File: src/rtl/lw_sram_pkg.sv
package lw_sram_pkg;
   // width of the linear burst counter (aligned group of 2**BURST_W words)
   localparam int BURST_W = 2;

   typedef enum logic [1:0] {
      OP_IDLE  = 2'd0,
      OP_READ  = 2'd1,
      OP_WRITE = 2'd2
   } op_e;
endpackage

File: src/rtl/lw_cmd_stage.sv
module lw_cmd_stage
   import lw_sram_pkg::*;
#(
   parameter int ADDR_W = 4,
   parameter int LANES  = 4
) (
   input  logic              clk,
   input  logic              rst_n,
   input  logic              ce,
   input  logic              sel,
   input  logic              wr_n,
   input  logic              load_n,
   input  logic [LANES-1:0]  lane_wr_n,
   input  logic [ADDR_W-1:0] addr,
   output op_e               s1_op,
   output logic [ADDR_W-1:0] s1_addr,
   output logic [LANES-1:0]  s1_lanes
);
   logic              burst_open;
   op_e               burst_op;
   logic [ADDR_W-1:0] next_addr;

   // linear increment confined to the aligned group
   always_comb begin
      next_addr = s1_addr;
      next_addr[BURST_W-1:0] = s1_addr[BURST_W-1:0] + 1'b1;
   end

   always_ff @(posedge clk or negedge rst_n) begin
      if (!rst_n) begin
         s1_op      <= OP_IDLE;
         s1_addr    <= '0;
         s1_lanes   <= '0;
         burst_open <= 1'b0;
         burst_op   <= OP_IDLE;
      end else if (ce) begin
         s1_lanes <= ~lane_wr_n;
         if (!load_n) begin
            if (sel) begin
               s1_op      <= wr_n ? OP_READ : OP_WRITE;
               burst_op   <= wr_n ? OP_READ : OP_WRITE;
               s1_addr    <= addr;
               burst_open <= 1'b1;
            end else begin
               s1_op      <= OP_IDLE;
               burst_open <= 1'b0;
            end
         end else if (burst_open) begin
            s1_op   <= burst_op;
            s1_addr <= next_addr;
         end else begin
            s1_op <= OP_IDLE;
         end
      end
   end

   AST_DESELECT_IDLE: assert property (@(posedge clk) disable iff (!rst_n)
      (ce && !load_n && !sel) |=> (s1_op == OP_IDLE));

   AST_BURST_STEP: assert property (@(posedge clk) disable iff (!rst_n)
      (ce && load_n && burst_open) |=>
         (s1_addr[BURST_W-1:0] == BURST_W'($past(s1_addr[BURST_W-1:0]) + 1'b1))
         && (s1_op == $past(burst_op)));
endmodule

File: src/rtl/lw_byte_mem.sv
module lw_byte_mem #(
   parameter int ADDR_W = 4,
   parameter int LANES  = 4,
   parameter int LANE_W = 8,
   localparam int DEPTH  = 1 << ADDR_W,
   localparam int DATA_W = LANES * LANE_W
) (
   input  logic              clk,
   input  logic              we,
   input  logic [ADDR_W-1:0] waddr,
   input  logic [LANES-1:0]  wlanes,
   input  logic [DATA_W-1:0] wdata,
   input  logic [ADDR_W-1:0] raddr,
   output logic [DATA_W-1:0] rword
);
   for (genvar g = 0; g < LANES; g++) begin : g_lane
      logic [LANE_W-1:0] store [DEPTH];

      always_ff @(posedge clk) begin
         if (we && wlanes[g]) store[waddr] <= wdata[g*LANE_W +: LANE_W];
      end

      assign rword[g*LANE_W +: LANE_W] = store[raddr];
   end
endmodule

File: src/rtl/lw_write_pipe.sv
module lw_write_pipe
   import lw_sram_pkg::*;
#(
   parameter int ADDR_W = 4,
   parameter int LANES  = 4
) (
   input  logic              clk,
   input  logic              rst_n,
   input  logic              ce,
   input  logic              flow,
   input  op_e               s1_op,
   input  logic [ADDR_W-1:0] s1_addr,
   input  logic [LANES-1:0]  s1_lanes,
   output logic              cm_valid,
   output logic [ADDR_W-1:0] cm_addr,
   output logic [LANES-1:0]  cm_lanes
);
   logic              s2_wr;
   logic [ADDR_W-1:0] s2_addr;
   logic [LANES-1:0]  s2_lanes;

   // second stage only matters for the double-late (pipelined) protocol
   always_ff @(posedge clk or negedge rst_n) begin
      if (!rst_n) begin
         s2_wr    <= 1'b0;
         s2_addr  <= '0;
         s2_lanes <= '0;
      end else if (ce) begin
         s2_wr    <= (s1_op == OP_WRITE);
         s2_addr  <= s1_addr;
         s2_lanes <= s1_lanes;
      end
   end

   always_comb begin
      if (flow) begin
         cm_valid = (s1_op == OP_WRITE);
         cm_addr  = s1_addr;
         cm_lanes = s1_lanes;
      end else begin
         cm_valid = s2_wr;
         cm_addr  = s2_addr;
         cm_lanes = s2_lanes;
      end
   end

   AST_PIPE_COMMIT: assert property (@(posedge clk) disable iff (!rst_n)
      (ce && !flow && s1_op == OP_WRITE) |=>
         (cm_valid && cm_addr == $past(s1_addr)));

   AST_FLOW_COMMIT: assert property (@(posedge clk) disable iff (!rst_n)
      (flow && s1_op == OP_WRITE) |-> cm_valid);
endmodule

File: src/rtl/lw_read_path.sv
module lw_read_path #(
   parameter int LANES  = 4,
   parameter int LANE_W = 8,
   localparam int DATA_W = LANES * LANE_W
) (
   input  logic              clk,
   input  logic              rst_n,
   input  logic              ce,
   input  logic              flow,
   input  logic              s1_rd,
   input  logic [DATA_W-1:0] mem_word,
   input  logic              fwd_hit,
   input  logic [LANES-1:0]  fwd_lanes,
   input  logic [DATA_W-1:0] wdata,
   output logic [DATA_W-1:0] rdata,
   output logic              rvalid
);
   logic [DATA_W-1:0] merged;
   logic [DATA_W-1:0] out_d;
   logic              out_v;

   // late-write forwarding: lanes of the write landing this edge win
   for (genvar g = 0; g < LANES; g++) begin : g_merge
      assign merged[g*LANE_W +: LANE_W] = (fwd_hit && fwd_lanes[g]) ?
         wdata[g*LANE_W +: LANE_W] : mem_word[g*LANE_W +: LANE_W];
   end

   always_ff @(posedge clk or negedge rst_n) begin
      if (!rst_n) begin
         out_v <= 1'b0;
         out_d <= '0;
      end else if (ce) begin
         out_v <= s1_rd;
         out_d <= s1_rd ? merged : '0;
      end
   end

   assign rvalid = flow ? s1_rd : out_v;
   assign rdata  = !rvalid ? '0 : (flow ? mem_word : out_d);

   AST_IDLE_ZERO: assert property (@(posedge clk) disable iff (!rst_n)
      !rvalid |-> (rdata == '0));

   AST_PIPE_READ_DUE: assert property (@(posedge clk) disable iff (!rst_n)
      (ce && !flow && s1_rd) |=> rvalid);

   AST_FLOW_READ_DUE: assert property (@(posedge clk) disable iff (!rst_n)
      (flow && s1_rd) |-> rvalid);
endmodule

File: src/rtl/lw_sram.sv
module lw_sram
   import lw_sram_pkg::*;
#(
   parameter int ADDR_W       = 4,
   parameter int LANES        = 4,
   parameter int LANE_W       = 8,
   parameter bit FLOW_CAPABLE = 1'b1,
   localparam int DATA_W       = LANES * LANE_W
) (
   input  logic              clk,
   input  logic              rst_n,
   input  logic              flow_mode,
   input  logic              ce_n,
   input  logic              sel0_n,
   input  logic              sel1,
   input  logic              sel2_n,
   input  logic              wr_n,
   input  logic              load_n,
   input  logic [LANES-1:0]  lane_wr_n,
   input  logic [ADDR_W-1:0] addr,
   input  logic [DATA_W-1:0] wdata,
   output logic [DATA_W-1:0] rdata,
   output logic              rvalid
);
   if (ADDR_W <= BURST_W) begin : g_bad_addr
      $error("lw_sram: ADDR_W must exceed the burst counter width");
   end
   if (LANES < 1 || LANE_W < 1) begin : g_bad_lane
      $error("lw_sram: LANES and LANE_W must be positive");
   end

   logic ce, sel, flow;
   assign ce  = !ce_n;
   assign sel = !sel0_n && sel1 && !sel2_n;

   if (FLOW_CAPABLE) begin : g_flow
      assign flow = flow_mode;
   end else begin : g_pipe_only
      assign flow = 1'b0;
   end

   op_e               s1_op;
   logic [ADDR_W-1:0] s1_addr;
   logic [LANES-1:0]  s1_lanes;
   logic              cm_valid;
   logic [ADDR_W-1:0] cm_addr;
   logic [LANES-1:0]  cm_lanes;
   logic [DATA_W-1:0] mem_word;
   logic              fwd_hit;

   lw_cmd_stage #(.ADDR_W(ADDR_W), .LANES(LANES)) u_cmd (
      .clk(clk), .rst_n(rst_n), .ce(ce), .sel(sel), .wr_n(wr_n),
      .load_n(load_n), .lane_wr_n(lane_wr_n), .addr(addr),
      .s1_op(s1_op), .s1_addr(s1_addr), .s1_lanes(s1_lanes)
   );

   lw_write_pipe #(.ADDR_W(ADDR_W), .LANES(LANES)) u_wpipe (
      .clk(clk), .rst_n(rst_n), .ce(ce), .flow(flow),
      .s1_op(s1_op), .s1_addr(s1_addr), .s1_lanes(s1_lanes),
      .cm_valid(cm_valid), .cm_addr(cm_addr), .cm_lanes(cm_lanes)
   );

   lw_byte_mem #(.ADDR_W(ADDR_W), .LANES(LANES), .LANE_W(LANE_W)) u_mem (
      .clk(clk), .we(ce && cm_valid), .waddr(cm_addr), .wlanes(cm_lanes),
      .wdata(wdata), .raddr(s1_addr), .rword(mem_word)
   );

   // only the pipelined protocol has a write still in flight when a read samples
   assign fwd_hit = !flow && cm_valid && (cm_addr == s1_addr);

   lw_read_path #(.LANES(LANES), .LANE_W(LANE_W)) u_rd (
      .clk(clk), .rst_n(rst_n), .ce(ce), .flow(flow),
      .s1_rd(s1_op == OP_READ), .mem_word(mem_word),
      .fwd_hit(fwd_hit), .fwd_lanes(cm_lanes), .wdata(wdata),
      .rdata(rdata), .rvalid(rvalid)
   );

   AST_STALL_HOLD: assert property (@(posedge clk) disable iff (!rst_n)
      ce_n |=> ($stable(rvalid) && $stable(rdata)));
endmodule

File: config.mk
export PLATFORM = sky130hd
export DESIGN_NAME = lw_sram
export DESIGN_NICKNAME = d
export VERILOG_FILES = /design/src/rtl/lw_sram_pkg.sv /design/src/rtl/lw_cmd_stage.sv /design/src/rtl/lw_byte_mem.sv /design/src/rtl/lw_write_pipe.sv /design/src/rtl/lw_read_path.sv /design/src/rtl/lw_sram.sv
export SDC_FILE = /design/constraint.sdc
export NUM_CORES = 1
export LEC_CHECK = 0
export BUFFER_PORTS_ARGS = -buffer_cell sky130_fd_sc_hd__buf_2
export CAP_MARGIN = 10
export CORE_UTILIZATION = 40
export CTS_CLUSTER_SIZE = 12
export DETAILED_ROUTE_END_ITERATION = 10
export MAX_ROUTING_LAYER = met4
export PLACE_DENSITY_LB_ADDON = 0.12
export SLEW_MARGIN = 0
export SYNTH_ARGS = -nofsm -noshare
export SYNTH_HDL_FRONTEND = slang
export SYNTH_SLANG_ARGS = --single-unit
File: constraint.sdc
create_clock -name clk -period 3.7 [get_ports clk]
set_input_delay 0.74 -clock clk [delete_from_list [all_inputs] [get_ports clk]]
set_output_delay 0.74 -clock clk [all_outputs]
set_load 0.03 [all_outputs]
* Word level (Yosys, flattened, before mapping)
Memories as Yosys holds them, arrays and structs flattened.
Cells that the tools add are included.
** Word-level totals
- Memories kept :: 4
- Input port bits :: 49
- Word-level logic and storage cells :: 71
- Bits in read-only memories :: 0
- Latch bits :: 0
- Bits in writable memories :: 512
- Output and inout port bits :: 33
- Flip-flop bits (word level) :: 55
** Operators by class
- Reduce and logical (&&, ||, !) cells :: 21
- Shifts and indexed selects :: 0
- Muxes and demuxes :: 27
- Add/sub/neg operators :: 1
- $lt $le $gt $ge :: 0
- $mul :: 0
- Div/mod/pow operators :: 0
- Bitwise logic cells :: 3
- Equality and inequality tests :: 4
** Memory list
- u_mem.g_lane[0].store :: words 16, width 8, rd ports 1, clocked after Yosys merged registers in 0, wr ports 1, RTL line lw_byte_mem.sv:17 : logic [LANE_W-1:0] store [DEPTH];
- u_mem.g_lane[1].store :: words 16, width 8, rd ports 1, clocked after Yosys merged registers in 0, wr ports 1, RTL line lw_byte_mem.sv:17
- u_mem.g_lane[2].store :: words 16, width 8, rd ports 1, clocked after Yosys merged registers in 0, wr ports 1, RTL line lw_byte_mem.sv:17
- u_mem.g_lane[3].store :: words 16, width 8, rd ports 1, clocked after Yosys merged registers in 0, wr ports 1, RTL line lw_byte_mem.sv:17
** Operators by type and width (count)
- $mux 32 :: 3
- $mux 8 :: 4
- $mux 4 :: 4
- $logic_and 1x1->1 :: 13
- $mux 1 :: 11
- $mux 2 :: 5
- $reduce_and 3->1 :: 2
- $eq 4x4->1 :: 1
- $logic_not 1->1 :: 4
- $not 4->4 :: 1
- $add 2x1->2 const B :: 1
- $eq 2x1->1 const B :: 1
- $eq 2x2->1 const B :: 1
- $ne 2x1->1 const B :: 1
- $not 1->1 :: 2
- $reduce_and 2->1 :: 1
- $reduce_bool 2->1 :: 1

* Logic depth before layout (Yosys ltp)
Gate-level depths: netlist (run 1).
- Word-level depth :: 7
- Mapped depth :: 7
- Mapped depth without buffers :: 4

* Cells and area by module
A second synthesis (run 1) with hierarchy kept.
** Unflattened totals
- Cells, all modules :: 1187
- Area, all modules :: 22720.5 um^2
** Modules (own cells, without submodules)
- lw_byte_mem :: seq. area each 15374.7 um^2, area each 19464.9 um^2, cells an instance 877, times used 1
- lw_read_path :: seq. area each 825.8 um^2, area each 2069.5 um^2, cells an instance 216, times used 1
- lw_cmd_stage :: seq. area each 325.3 um^2, area each 575.6 um^2, cells an instance 51, times used 1
- lw_write_pipe :: seq. area each 225.2 um^2, area each 524.3 um^2, cells an instance 30, times used 1
- lw_sram :: seq. area each 0.0 um^2, area each 86.3 um^2, cells an instance 13, times used 1

* Worst setup path before layout (run 1)
Ideal clock, no wire load.
- Path kind :: input -> output
- Start point :: input flow_mode
- End point :: output rdata[10]
- Data required time :: 2960 ps
- Setup slack :: 975 ps
- Arrival time :: 1985 ps
- Cell stages on the path :: 5
- Buffers on the path :: 3
- Path through :: clkbuf_1 -> and3b_1 -> buf_1 -> clkbuf_1 -> a22o_1
** On the way
- Longest elaborated chain between the ends :: 2
- Elaborated cells between the ends (all ways) :: 3
- Those cells by class :: 3 x mux
** RTL lines
- start: declaration :: RTL line lw_sram.sv:12 : input logic flow_mode,
- $mux 32 or $mux 1 (tied branches) :: RTL line lw_read_path.sv:39, lw_read_path.sv:38
- $mux 32 * :: RTL line lw_read_path.sv:39 : assign rdata = !rvalid ? '0 : (flow ? mem_word : out_d);
- end: declaration :: RTL line lw_sram.sv:22 : output logic [DATA_W-1:0] rdata,
Mark *: on every way between the ends. The rest lies on a longest branch, timed or not.

* Worst setup path in the final report (run 1)
- Start point :: register u_cmd.s1_addr[0]
- End point :: output rdata[27]
** On the way
- Longest elaborated chain between the ends :: 3
** RTL lines
- start: declaration :: RTL line lw_cmd_stage.sv:16 : output logic [ADDR_W-1:0] s1_addr,
- start signal: assignment :: RTL line lw_cmd_stage.sv:42 : s1_addr <= addr;
- start signal: assignment :: RTL line lw_cmd_stage.sv:50 : s1_addr <= next_addr;
- $mem_v2 16x8
- $mux 32 (2 in a row) :: RTL line lw_read_path.sv:39
No other way between the ends.

==> summary.txt, run 1 <==
Synth
  – Post-synth cell types: 36
  – Mapped Nets: between 1000 and 1500
  – Synth warn: 0
  – Mapped Avg Cell Area: a little under 20 µm²
  – Post-synthesis sequential area ratio: between 70% and 80%
  – Synth Register Bits: roughly 570
  – Mapped Cells: about 1200
  – Mapped Area: 0.0224 mm²
  – Top_reg_cell synth: edfxtp_1
  – Asr flop ratio synth: 9.70%
  – EDFF count, synth: roughly 510

GRT
  – Vias in the first global route: approximately 12000
  – Remaining global-route overflow: 0
  – Antenna violations before repair: 2
  – GRT Total Usage: 20.8%
  – Pin count of the biggest net entering global routing: between 40 and 50
  – First-pass GRT wire length: between 80 and 90 mm

Timing
  – Max-slew violations: 0
  – Setup violators final: 0
  – Max_slew headroom: between 20 and 30%
  – Worst-margin pin slew: approximately 1.1 ns
  – Setup TNS: 0 ns
  – Endpoints failing hold: 0
  – Fmax: 279 MHz
  – Final Cycle Share: 96.9%
  – Minimum clock period: 3.58 ns
  – RSZ-0062 raised after global routing: no
  – Skew final: 0.0296 ns

Route
  – Pre-antenna DRT Iters: 9
  – Total Wirelength: between 50 and 60 mm
  – DRC viols: 0
  – Post-DR wirelength/cell: about 26 µm
  – Via count: approximately 12000
  – Vias per cell: 5.51
  – Post-route ant nets: 0
  – 1st-iter DRT viols: approximately 900

Clock tree
  – CTS Root Cell: clkbuf_16
  – Worst-path clk slew: roughly 0.060 ns
  – CTS H-Tree Depth: 2
  – CTS tree: yes
  – Clk_lat worst skew: about 0.63 ns
  – CTS Sinks: approximately 570
  – Cts bufs inserted: 59
  – Clock Tree Buf Depth: 3
  – Hold buffers post-CTS: 0

Critical path
  – Crit-path cells: buf_12 > buf_12 > mux4_2 > a22oi_1 > nand2_1 > a22o_1 > buf_2
  – Cell mode on critical path: buf_12
  – Startpoint Class: flop
  – Worst Path Buf+Inv: 3
  – Crit end category: output port
  – Kind of cell adding the most delay to the critical path: compound AO/OA/AOI/OAI gates
  – Worst endpoint required time: 2.96 ns
  – Crit Path Category: reg -> out
  – Slowest cell on the critical path: mux4_2
  – Crit-path max cell delay: around 0.53 ns
  – WP data arrival: 2.84 ns
  – Crit-path max FO: 27

Power and ir drop
  – Pint: about 12000 µW
  – P per Cell Area: 612 mW/mm²
  – Logic gate share of total power: 20.1%
  – Static leakage: just under 0.009 µW
  – Clock power frac: 35.0%
  – P_sw: 4220 µW
  – Worst IR drop on VDD: around 390 µV
  – Sw Share: a little over a quarter
  – Sequential power share: 44.8%

Final layout
  – Layout cells sized above 1: roughly 30%
  – Syn-to-layout area delta: 16.8%
  – Filler cells: between 4000 and 5000
  – Multi-input logic area: between 0.005 and 0.006 mm²
  – FF/Latch Area: ~0.017 mm²
  – Final instance count without filler cells: 2117
  – Final nets: 1367

Place
  – Input/output buffers: 81
  – GP Congestion: 0.835
  – Placed Cells: 1997
  – Final HPWL DP: ~34 mm

Floorplan
  – Die Ht: roughly 240 µm
  – Chip Width: approximately 240 µm
  – Die area: around 0.057 mm²
  – # rows: 86
  – Core box area: 0.0552 mm²
  – Initial Utilization: between 40 and 50%
  – Io pins: just over 80

Status
  – Status: completed

Flow run
  – Max-cap violations: 0

Hold path
  – HP Class: in -> async
## through the flow
step | setup WS (ns) | utilization, % | hold WS, ns | instance area [µm²] | total power, µW
6_report | 0.116 | 47.3 | 0.295 | 26100 | 16000
4_1_cts | 0.0437 | 47.3 | 0.264 | 26100 | 16100
3_3_place_gp | 0.530 | 43.8 | 0.462 | 24200 | 10400
3_5_place_dp | 0.517 | 43.8 | 0.466 | 24200 | 10400
2_1_floorplan | 0.975 | - | 0.439 | 22400 | 9450
5_1_grt | 0.00525 | 47.3 | 0.304 | 26100 | 16600
## area by class of cell
cell class	instances	share of cell area [%]
Antenna cell	2	0.0191
Sequential cell	567	64.1
Multi-Input combinational cell	503	20.3
Clock buffer	96	6.53
Timing Repair Buffer	178	4.95
Clock inverter	14	0.417
Tap cell	748	3.58
Inverter	9	0.129
## power groups by stage
stage / registers [µW] / clock network, µW / logic, µW
finish: 7170 / 5600 / 3220
global route: 7180 / 5960 / 3480
CTS: 7170 / 5740 / 3240
detailed placement: 7330 / 0 / 3050
global placement: 7330 / 0 / 3040
floorplan: 7220 / 0 / 2230
## cell usage in the layout, fill, tap and decap left out, types with 7 or more instances in the layout
master	n
a221o_1	32
a22o_1	34
a22oi_1	57
a22oi_2	8
and2_1	32
buf_2	81
buf_4	87
clkbuf_1	29
clkbuf_16	60
clkbuf_8	7
dfrtp_1	53
edfxtp_1	512
inv_1	9
mux4_2	128
nand2_1	70
nor2_1	71
o21ai_0	17
## state kept, by name, indices dropped and copies added (netlist names)
register and cells:
u_wpipe.s2_wr 1, u_wpipe.s2_addr 4, u_cmd.s1_op 2, u_rd.out_v 1, u_cmd.s1_lanes 4, u_rd.out_d 32, u_cmd.s1_addr 4, u_mem.g_lane.store 512
u_cmd.burst_op 2, u_wpipe.s2_lanes 4, u_cmd.burst_open 1
## routing by layer
metal	wire length [µm]	track usage [%]	part of all wire (%)
met1	25100	28.1	45
met2	26900	33.1	48
met3	2580	2.93	4.6
met4	1180	5.71	2.1
met5	0	-	0
## path summary, 6_finish.rpt
| check | start | end | slack [ns] | cells after the start |
|---|---|---|---|---|
| worst max-delay path | u_cmd.s1_addr[0]$_DFFE_PN0P_ | rdata[27] | 0.12 | 7 |
| worst min-delay path | rst_n | u_rd.out_d[26]$_DFFE_PN0N_ | 0.29 | 1 |
| worst max register to register | u_cmd.s1_addr[2]$_DFFE_PN0P_ | u_rd.out_d[5]$_DFFE_PN0N_ | 0.87 | 5 |
| worst min register to register | u_wpipe.s2_lanes[0]$_DFFE_PN0N_ | u_wpipe.s2_lanes[0]$_DFFE_PN0N_ | 0.49 | 2 |
| max in group asynchronous | rst_n | u_rd.out_d[14]$_DFFE_PN0N_ | 2.46 | 2 |
| min in group clk | lane_wr_n[2] | u_cmd.s1_lanes[2]$_DFFE_PN0N_ | 0.30 | 2 |
## cell families (layout without fill, tap and decap cells)
| logic type | Yosys count | count (layout) | synth area share, % |
|---|---|---|---|
| compound gates | 161 | 161 | 5.85 |
| xor+xnor | 4 | 4 | 0.157 |
| buf+inv | 82 | 297 | 1.68 |
| flops | 567 | 567 | 74.9 |
| mux | 138 | 138 | 13.4 |
| other cells | 0 | 2 | 0 |
| simple gates | 200 | 200 | 4.07 |
## cell usage after synthesis, drive strengths merged, types with 2 or more instances
library cell    n  area, µm²
mux2            6       67.6
and3            5       31.3
a22o           34        298
mux2i           4       40.0
clkbuf         54        203
xor2            3       26.3
edfxtp        512      15400
and2           33        206
o21ai          17       85.1
nand3           3       15.0
mux4          128       2880
nand2          70        263
nand2b          4       25.0
a22oi          65        513
inv             9       33.8
buf            19        139
a21oi           2       10.0
nor2           72        270
dfrtp          55       1380
a32o            2       20.0
nor2b           5       31.3
a31oi           6       37.5
nand3b          3       22.5
a221o          32        320
and3b           2       17.5
## timing repair
| item | 4_1_cts | 5_1_grt |
|---|---|---|
| cloned | 1 | 0 |
| gates resized for setup | 3 | 4 |
| setup buffers | 5 | 2 |
| setup endpoints to repair | 7 | 11 |
Note: power is estimated with default switching activity, not from simulation.
==> run 2: changes to the inputs <==
--- a/config.mk
+++ b/config.mk
@@ -11,7 +11,7 @@
 export CTS_CLUSTER_SIZE = 12
 export DETAILED_ROUTE_END_ITERATION = 10
 export MAX_ROUTING_LAYER = met4
-export PLACE_DENSITY_LB_ADDON = 0.12
+export PLACE_DENSITY = 0.66
 export SLEW_MARGIN = 0
 export SYNTH_ARGS = -nofsm -noshare
 export SYNTH_HDL_FRONTEND = slang
==> constraint.sdc (replaced) <==
create_clock -name clk -period 3.7 [get_ports clk]
set_input_delay 0.37 -clock clk [delete_from_list [all_inputs] [get_ports clk]]
set_output_delay 0.37 -clock clk [all_outputs]
set_load 0.03 [all_outputs]
==> run 2 against run 1 <==
Against the previous run: critical path depth is 1 lower; count of clock-buffer cells in the layout is 3 lower; core utilization is 0.40 points lower; design area is 0.85% lower; global-route usage is 1.6 points lower; fmax is 3.5% higher; worst setup slack better by 0.12 ns; critical endpoint is now rdata[17]; largest cell class unchanged; largest power group unchanged.
==> summary.txt, run 2 (synthesized netlist as in run 1, its figures left out) <==
Critical path
  – Crit end category: output port
  – Crit Path Category: reg -> out
  – WP data arrival: 3.09 ns (+0.25 ns)
  – Startpoint Class: flop
  – Crit-path max FO: 42 (+56%)
  – Worst endpoint required time: 3.33 ns (+0.37 ns)

Final layout
  – Syn-to-layout area delta: 15.8%
  – Layout cells sized above 1: 28.5% (-1.1 points)
  – Commonest non-fill, non-tap cell in the layout: edfxtp_1
  – Final instance count without filler cells: 2104 (-0.61%)
  – Largest regs: u_mem.g_lane.store (512), u_rd.out_d (32)
  – Filler cells: 4611 (-0.97%)
  – Core Util, Final: 46.9% (-0.40 points)
  – Final instance area: 0.0259 mm² (-0.85%)
  – Final nets: 1355 (-0.88%)
  – Commonest non-fill, non-tap cells in the layout: edfxtp_1 (512), mux4_2 (128), buf_2 (81)
  – Max FFs per register: 512 (unchanged)
  – Largest Register: u_mem.g_lane.store

Floorplan
  – # rows: 86 (unchanged)
  – Die Ht: 238 µm (unchanged)
  – Core box area: 0.0552 mm² (unchanged)
  – Die area: 0.0569 mm² (unchanged)
  – Initial Utilization: 40.5% (unchanged)
  – Io pins: 82 (unchanged)
  – Chip Width: 238 µm (unchanged)

Status
  – Status: completed

GRT
  – Remaining global-route overflow: 0 (unchanged)
  – GRT Total Usage: 19.2% (-1.6 points)
  – Antenna violations before repair: 2 (unchanged)
  – Pin count of the biggest net entering global routing: 59 (+20%)
  – First-pass GRT wire length: 77.7 mm (-6.2%)
  – Vias in the first global route: 12000 (-2.5%)

Place
  – Input/output buffers: 81 (unchanged)
  – Cell Area, Placed: 0.0241 mm² (-0.30%)
  – GP Congestion: 0.874 (+4.6%)
  – Final HPWL DP: 32.8 mm (-2.8%)
  – Placed Cells: 1991 (-0.30%)

Hold path
  – HP Class: in -> reg

Timing
  – Setup violators final: 0 (unchanged)
  – Endpoints failing hold: 0 (unchanged)
  – Minimum clock period: 3.46 ns (-0.122 ns)
  – Max_slew headroom: 20.1% (-5.3 points)
  – Max-slew violations: 0 (unchanged)
  – WHS: 0.0229 ns (-0.272 ns)
  – Final Cycle Share: 93.5% (-3.3 points)
  – Skew final: 0.0231 ns (-0.00652 ns)
  – Setup TNS: 0 ns (unchanged)
  – Fmax: 289 MHz (+3.5%)
  – RSZ-0062 raised after global routing: no
  – Worst-margin pin slew: 1.19 ns (+0.0800 ns)

Clock tree
  – Setup bufs post-CTS: 0 (-5)
  – CTS Root Cell: clkbuf_16
  – Post-CTS sizing: 0 (-3)
  – CTS tree: yes
  – Worst-path clk slew: 0.06 ns (about the same)
  – Cts bufs inserted: 57 (-3.4%)
  – Clk_lat worst skew: 0.60 ns (-0.03 ns)
  – CTS H-Tree Depth: 2 (unchanged)
  – CTS Sinks: 567 (unchanged)
  – Clock Tree Buf Depth: 3 (unchanged)

Power and ir drop
  – Sequential power share: 46.5% (+1.7 points)
  – Logic gate share of total power: 18.6% (-1.5 points)
  – Static leakage: 0.00875 µW (-1.3%)
  – P_sw: 4010 µW (-5.0%)
  – Clock power frac: 35.0% (about the same)
  – P per Cell Area: 602 mW/mm² (-1.6%)
  – Sw Share: 25.7% (-0.69 points)
  – Worst IR drop on VDD: 333 µV (-14%)
  – Pint: 11600 µW (-1.5%)

Route
  – DRC viols: 0 (unchanged)
  – Post-DR wirelength/cell: 24.8 µm (-5.9%)
  – Via count: 11700 (+0.51%)
  – Total Wirelength: 52.1 mm (-6.4%)
  – Post-route ant nets: 0 (unchanged)
  – Vias per cell: 5.57 (+1.1%)
  – 1st-iter DRT viols: 1229 (+35%)
  – Pre-antenna DRT Iters: 7 (-2)

Flow run
  – Max-cap violations: 0 (unchanged)
==> run 2: cell types whose count changed in the layout (fill, tap and decap cells not counted), sizes merged <==
cell         delta
dlygate4sd3     +4
clkinvlp        -1
buf            -13
bufbuf          -1
bufinv          +1
clkbuf          -3
==> run 2: metal layers <==
layer	up-vias	global-route usage, %	wire, µm
met3	73	3.32	3200
li1	5032	-	-
met5	-	-	0
met1	6211	26.4	22700
met2	412	29.7	25200
met4	0	4.97	1010
==> run 2: power by group through the flow <==
stage	combinational, µW	sequential (µW)	clock (µW)
2_1_floorplan	2230	7220	0
5_1_grt	3120	7270	5810
3_3_place_gp	2880	7380	0
4_1_cts	2930	7250	5550
6_report	2900	7250	5460
3_5_place_dp	2920	7380	0
==> run 2: layout make-up <==
type	count	area (µm²)	share of cell area [%]
flip-flops and latches	567	16800	64.7
clock buffers	93	1650	6.38
diodes	2	5.00	0.0193
multi-input cells	503	5280	20.4
clock inverters	14	119	0.459
repair buffers	168	1130	4.37
well taps	748	936	3.61
inverters	9	33.8	0.130
==> run 2: stage by stage <==
step                      worst slack, ns  power, µW
after floorplan                      1.47       9450
after global placement              0.807      10300
after detailed placement            0.825      10300
after CTS                           0.185      15700
after global routing               0.0745      16200
final                               0.239      15600
==> run 2: worst max-delay path: stages (launching register included) <==
cell and delay [ns]:
dfrtp_4 0.73, buf_12 0.37, mux4_2 0.55, a22oi_1 0.32
nand2_1 0.12, a22o_1 0.20, buf_2 0.18
==> run 2: final timing paths <==
check / startpoint / end / slack, ns / cells past startpoint
min in group asynchronous: rst_n / u_rd.out_d[14]$_DFFE_PN0N_ / 0.45 / 2
worst min register to register: u_wpipe.s2_lanes[3]$_DFFE_PN0N_ / u_wpipe.s2_lanes[3]$_DFFE_PN0N_ / 0.48 / 2
worst max register to register: u_cmd.s1_addr[2]$_DFFE_PN0P_ / u_mem.g_lane[2].store[10][3]$_DFFE_PP_ / 0.86 / 4
worst max-delay path: u_cmd.s1_addr[0]$_DFFE_PN0P_ / rdata[17] / 0.24 / 6
max in group asynchronous: rst_n / u_rd.out_d[23]$_DFFE_PN0N_ / 2.49 / 3
worst min-delay path: lane_wr_n[0] / u_cmd.s1_lanes[0]$_DFFE_PN0N_ / 0.02 / 2
==> run 2: what timing repair did <==
action                                  in CTS  in global routing
hold buffers                                 4                  0
endpoints found under the setup margin       0                  0
endpoints found under the hold margin       33                  0
